### src/rtl/kernel_sum_pipe.sv
module kernel_sum_pipe #(
  parameter int DW    = 8,
  parameter int IW    = 3,
  parameter int SHIFT = 8
) (
  input  logic          clk,
  input  logic          rst_n,
  input  logic          fold_mode,
  input  logic          in_valid,
  output logic          in_ready,
  input  logic [IW-1:0] in_idx,
  input  logic [DW-1:0] in_a,
  input  logic [DW-1:0] in_b,
  input  logic [DW-1:0] in_c,
  input  logic [DW-1:0] in_d,
  output logic          out_valid,
  output logic [IW-1:0] out_idx,
  output logic [DW+IW+2-SHIFT-1:0] out_val,
  output logic          fold_active
);
  localparam int PW = DW + IW;
  localparam int HW = PW + 1;
  localparam int SW = PW + 2;
  localparam int OW = SW - SHIFT;

  logic          fold_q, issue2;
  logic          v1, v2, v3, fin1, fin2;
  logic [IW-1:0] idx_h, idx1, idx2, idx3;
  logic [DW-1:0] hold_c, hold_d;
  logic [PW-1:0] p0, p1, p2, p3;
  logic [HW-1:0] s2a, s2b, part_q;
  logic [SW-1:0] t3;

  wire          accept = in_valid && in_ready;
  wire          busy   = v1 || v2 || v3 || issue2;
  wire [DW-1:0] mx     = issue2 ? hold_c : in_a;
  wire [DW-1:0] my     = issue2 ? hold_d : in_b;
  wire [IW-1:0] kx     = issue2 ? idx_h  : in_idx;
  wire [SW-1:0] fsum   = SW'(part_q) + SW'(s2a);

  assign in_ready    = !issue2;
  assign fold_active = fold_q;

  always_ff @(posedge clk) begin
    if (!rst_n) begin
      fold_q <= 1'b0;  issue2 <= 1'b0;
      v1 <= 1'b0;  v2 <= 1'b0;  v3 <= 1'b0;
      fin1 <= 1'b0;  fin2 <= 1'b0;
      idx_h <= '0;  idx1 <= '0;  idx2 <= '0;  idx3 <= '0;
      hold_c <= '0;  hold_d <= '0;
      p0 <= '0;  p1 <= '0;  p2 <= '0;  p3 <= '0;
      s2a <= '0;  s2b <= '0;  part_q <= '0;  t3 <= '0;
      out_valid <= 1'b0;  out_idx <= '0;  out_val <= '0;
    end else begin
      if (!busy && !accept) fold_q <= fold_mode;
      issue2 <= fold_q && accept;
      if (fold_q && accept) begin
        hold_c <= in_c;
        hold_d <= in_d;
        idx_h  <= in_idx;
      end
      // stage 1: products
      v1   <= accept || issue2;
      fin1 <= !fold_q || issue2;
      idx1 <= kx;
      p0   <= PW'(mx)   * PW'(kx);
      p1   <= PW'(my)   * PW'(kx);
      p2   <= PW'(in_c) * PW'(in_idx);
      p3   <= PW'(in_d) * PW'(in_idx);
      // stage 2: pair sums
      v2   <= v1;
      fin2 <= fin1;
      idx2 <= idx1;
      s2a  <= HW'(p0) + HW'(p1);
      s2b  <= HW'(p2) + HW'(p3);
      // stage 3: full sum (wide) / parked partial (folded)
      if (v2 && !fin2) part_q <= s2a;
      v3   <= v2 && !fold_q;
      idx3 <= idx2;
      t3   <= SW'(s2a) + SW'(s2b);
      // stage 4: shift, or combine-and-shift when folded
      if (fold_q) begin
        out_valid <= v2 && fin2;
        out_idx   <= idx2;
        out_val   <= OW'(fsum >> SHIFT);
      end else begin
        out_valid <= v3;
        out_idx   <= idx3;
        out_val   <= OW'(t3 >> SHIFT);
      end
    end
  end

  assert_wide_ready_R4: assert property (@(posedge clk) disable iff (!rst_n)
    !fold_q |-> in_ready);

  assert_fold_gap_R6: assert property (@(posedge clk) disable iff (!rst_n)
    (fold_q && accept) |=> !in_ready);

  assert_mode_hold_R8: assert property (@(posedge clk) disable iff (!rst_n)
    busy |=> $stable(fold_q));

  assert_latency_R3: assert property (@(posedge clk) disable iff (!rst_n)
    out_valid |-> $past(accept, 4));

  assert_tag_R7: assert property (@(posedge clk) disable iff (!rst_n)
    out_valid |-> (out_idx == $past(in_idx, 4)));
endmodule

### config.mk
export PLATFORM = sky130hd
export DESIGN_NAME = kernel_sum_pipe
export DESIGN_NICKNAME = d
export VERILOG_FILES = /design/src/rtl/kernel_sum_pipe.sv
export SDC_FILE = /design/constraint.sdc
export NUM_CORES = 1
export LEC_CHECK = 0
export ABC_AREA = 1
export BUFFER_PORTS_ARGS = -buffer_cell sky130_fd_sc_hd__buf_2
export CORE_ASPECT_RATIO = 1.2
export CORE_UTILIZATION = 43
export CTS_BUF_LIST = sky130_fd_sc_hd__clkbuf_8
export CTS_CLUSTER_DIAMETER = 150
export DETAILED_ROUTE_END_ITERATION = 6
export MAX_ROUTING_LAYER = met4
export PLACE_DENSITY = 0.71
export SLEW_MARGIN = 40
export SYNTH_ARGS = -nofsm -noshare
export SYNTH_HDL_FRONTEND = slang
export SYNTH_SLANG_ARGS = --single-unit
### constraint.sdc
create_clock -name clk -period 3.2 [get_ports clk]
set_input_delay 0.48 -clock clk [delete_from_list [all_inputs] [get_ports clk]]
set_output_delay 0.48 -clock clk [all_outputs]
set_load 0.05 [all_outputs]
==> impl_metrics.tcl <==
set metrics [dict create \
    outcome "finished, final reports clean" \
    cts-root-buf "clkbuf_8" \
    worst_slew_pin_slew_ps 468 \
    top_usage_layer "met2" \
    cp_max_fo 28 \
    startpoint_type "flop" \
    seq_area_frac_synth 0.310 \
    final_layout_size_suffix_gt1_frac 0.0846 \
    ant_nets 0 \
    place_congestion 0.887 \
    r2r_cells 16 \
    routed_wl_um 18100 \
    dp_cells 1478 \
    whs_path_depth 3 \
    worstSkewPairLatency_ps 450 \
    start_util 0.441 \
    yosysWarnings 0 \
    slew_headroom 0.685 \
    critPathCaptureType "flop" \
    synth_nets 1345 \
    hpwl_um 14300 \
    grt_pass1_vias 6841 \
    min_period_ps 2850 \
    synth_ff_type "dfxtp_1" \
    wl_per_cell_um 12.0 \
    drcViolationCount 0 \
    drtIter0Drc 402 \
    ios 50 \
    grt_pass1_wl_um 30700 \
    cts-htree-levels 4 \
    rows 55 \
    maxCapViolCount 0 \
    ys_seq_elements 129 \
    cts_tree "done" \
    via_per_inst 4.86 \
    hp-start "in_d[0]" \
    grt_use_met3 0.0380 \
    synth_edf_count 0 \
    crit_type "flop to flop" \
    post_cts_buffers 0 \
    core_area_um2 18900 \
    dieHeight_um 155 \
    yosysTopAreaCellShare 0.310 \
    antenna_found_initial 1 \
    path_clk_slew_ps 70 \
    cts.sinks 129 \
    critical_path_required_ps 3580 \
    cts_hold_buf 0 \
    cts_resized 0 \
    cts_buffers 17 \
    hold_viol 0 \
    drtPass1Iterations 5 \
    setup_tns_ps 0 \
    grtUsageTotal 0.200 \
    portBuffers 49 \
    postSynthCellCount 1192 \
    hold_path_class "input port to flop" \
    setup_viol 0 \
    rr_startpoint "issue2" \
    synthToLayoutAreaGrowth_pct 11.7 \
    ys_async_sr_fraction 0 \
    skew_ps 14.4 \
    peakVddDrop_mv 0.262 \
    met2_usage 0.341 \
    critPathArrivalTime_ps 3240 \
    fin_crit_sh 0.892 \
    slew_viol_final 0 \
    vias 7339 \
    netlist_area_um2 8340 \
    globalRouteOverflowTotal 0 \
    final_cells 1510 \
    nets 1394 \
    grt_max_degree 104 \
    synth.avg_cell_area_um2 7.00 \
    met1_usage 0.229 \
    die_area_um2 20000 \
    ys_types 37 \
    rsz0062_at_grt "no" \
    die_x_um 129 \
    fillers 1923 \
    synth_area_leaders "dfxtp_1, nand2_1, ha_1" \
    synth_top_area_cell "dfxtp_1" \
    power_mw 4.93 \
    yosys.cell_count.top_type "nand2_1" \
    cp-startpoint "issue2" \
    cts_buffer_depth 2 \
    leakagePower_nw 5.07 \
    powerDensity_nw_per_um2 529 \
    synthTopCellsByCount "nand2_1, inv_1, nor2_1" \
    max_freq_ghz 0.350 \
]
per-stage QoR:
step / setup slack, ps / instance area, um2 / util / hold slack, ps
after floorplan: 430 / 8340 / - / 390
after global placement: 305 / 8840 / 0.467 / 399
after detailed placement: 278 / 8840 / 0.467 / 395
after CTS: 381 / 9320 / 0.492 / 264
after global routing: 159 / 9320 / 0.493 / 275
final: 346 / 9320 / 0.493 / 296
final timing paths:
path / endpoint / slack [ps]
max: p1[8] / 350
min: p3[0] / 300
max reg2reg: p1[8] / 350
min reg2reg: fin2 / 410
registers in the layout (all words and copies together) (netlist names), 11 cells and up:
register / cells
part_q: 12
p1: 11
s2b: 12
p2: 11
p0: 11
p3: 11
s2a: 12
critical path: stages (launching register included):
cell and delay, ps:
dfxtp_1 360, buf_12 170, inv_4 90, o21ai_0 370, nand2_1 140, fa_1 490, inv_1 60, fa_1 460
nand3_1 110, nand2_1 100, nand2_1 70, nand2_1 50, nand2_1 50, nand2_1 60, nand2_1 70, nand2_1 50
nor2_1 90
logic make-up (layout without fill, tap and decap cells):
kind of cell,Yosys count,in the layout,share of synthesized area
other,0,1,0
buffers and inverters,219,280,0.106
adders and majority gates,114,114,0.198
DFF,129,129,0.310
AOI/OAI and AO/OA,206,206,0.133
and+or+nand+nor,524,524,0.254
metal layers:
layer  vias to the layer above  share of wire
met5                         -              0
met4                         0          0.027
met3                        36          0.037
met2                       146           0.49
met1                      3295           0.45
li1                       3862              -
report_power, final:
part | switching [mW] | internal [mW] | leakage, nW
Sequential | 0.102 | 1.79 | 1.06
Clock | 0.632 | 1.04 | 0.244
Combinational | 0.880 | 0.493 | 3.77
cells in the final DEF (no fill, tap or decap), types with 2 or more instances in the layout:
cell type | netlist | layout
a211oi_1 | 5 | 5
a21boi_0 | 9 | 9
a21o_1 | 3 | 3
a21oi_1 | 95 | 95
a21oi_2 | 4 | 4
buf_12 | 0 | 2
buf_2 | 16 | 49
buf_4 | 2 | 9
bufinv_16 | 0 | 6
clkbuf_8 | 0 | 19
clkinv_2 | 0 | 2
dfxtp_1 | 129 | 129
fa_1 | 30 | 30
ha_1 | 84 | 84
inv_1 | 186 | 188
inv_2 | 2 | 2
nand2_1 | 305 | 305
nand3_1 | 51 | 51
nand3b_1 | 5 | 5
nand4_1 | 10 | 10
nor2_1 | 141 | 141
nor3_1 | 2 | 2
o21ai_0 | 76 | 76
o21ai_1 | 7 | 7
o21ai_2 | 3 | 3
o21bai_1 | 2 | 2
or2_1 | 2 | 2
or2_2 | 2 | 2
final cells by class:
cell class | instances | area, um2 | share of cell area
clock inverters | 12 | 214 | 0.0229
clock buffers | 19 | 262 | 0.0280
multi-input cells | 844 | 4880 | 0.523
well taps | 256 | 320 | 0.0344
flip-flops and latches | 129 | 2580 | 0.277
diodes | 1 | 2.50 | 0.000268
inverters | 189 | 712 | 0.0764
repair buffers | 60 | 353 | 0.0378
No activity file was read; power rests on OpenSTA's default activity.
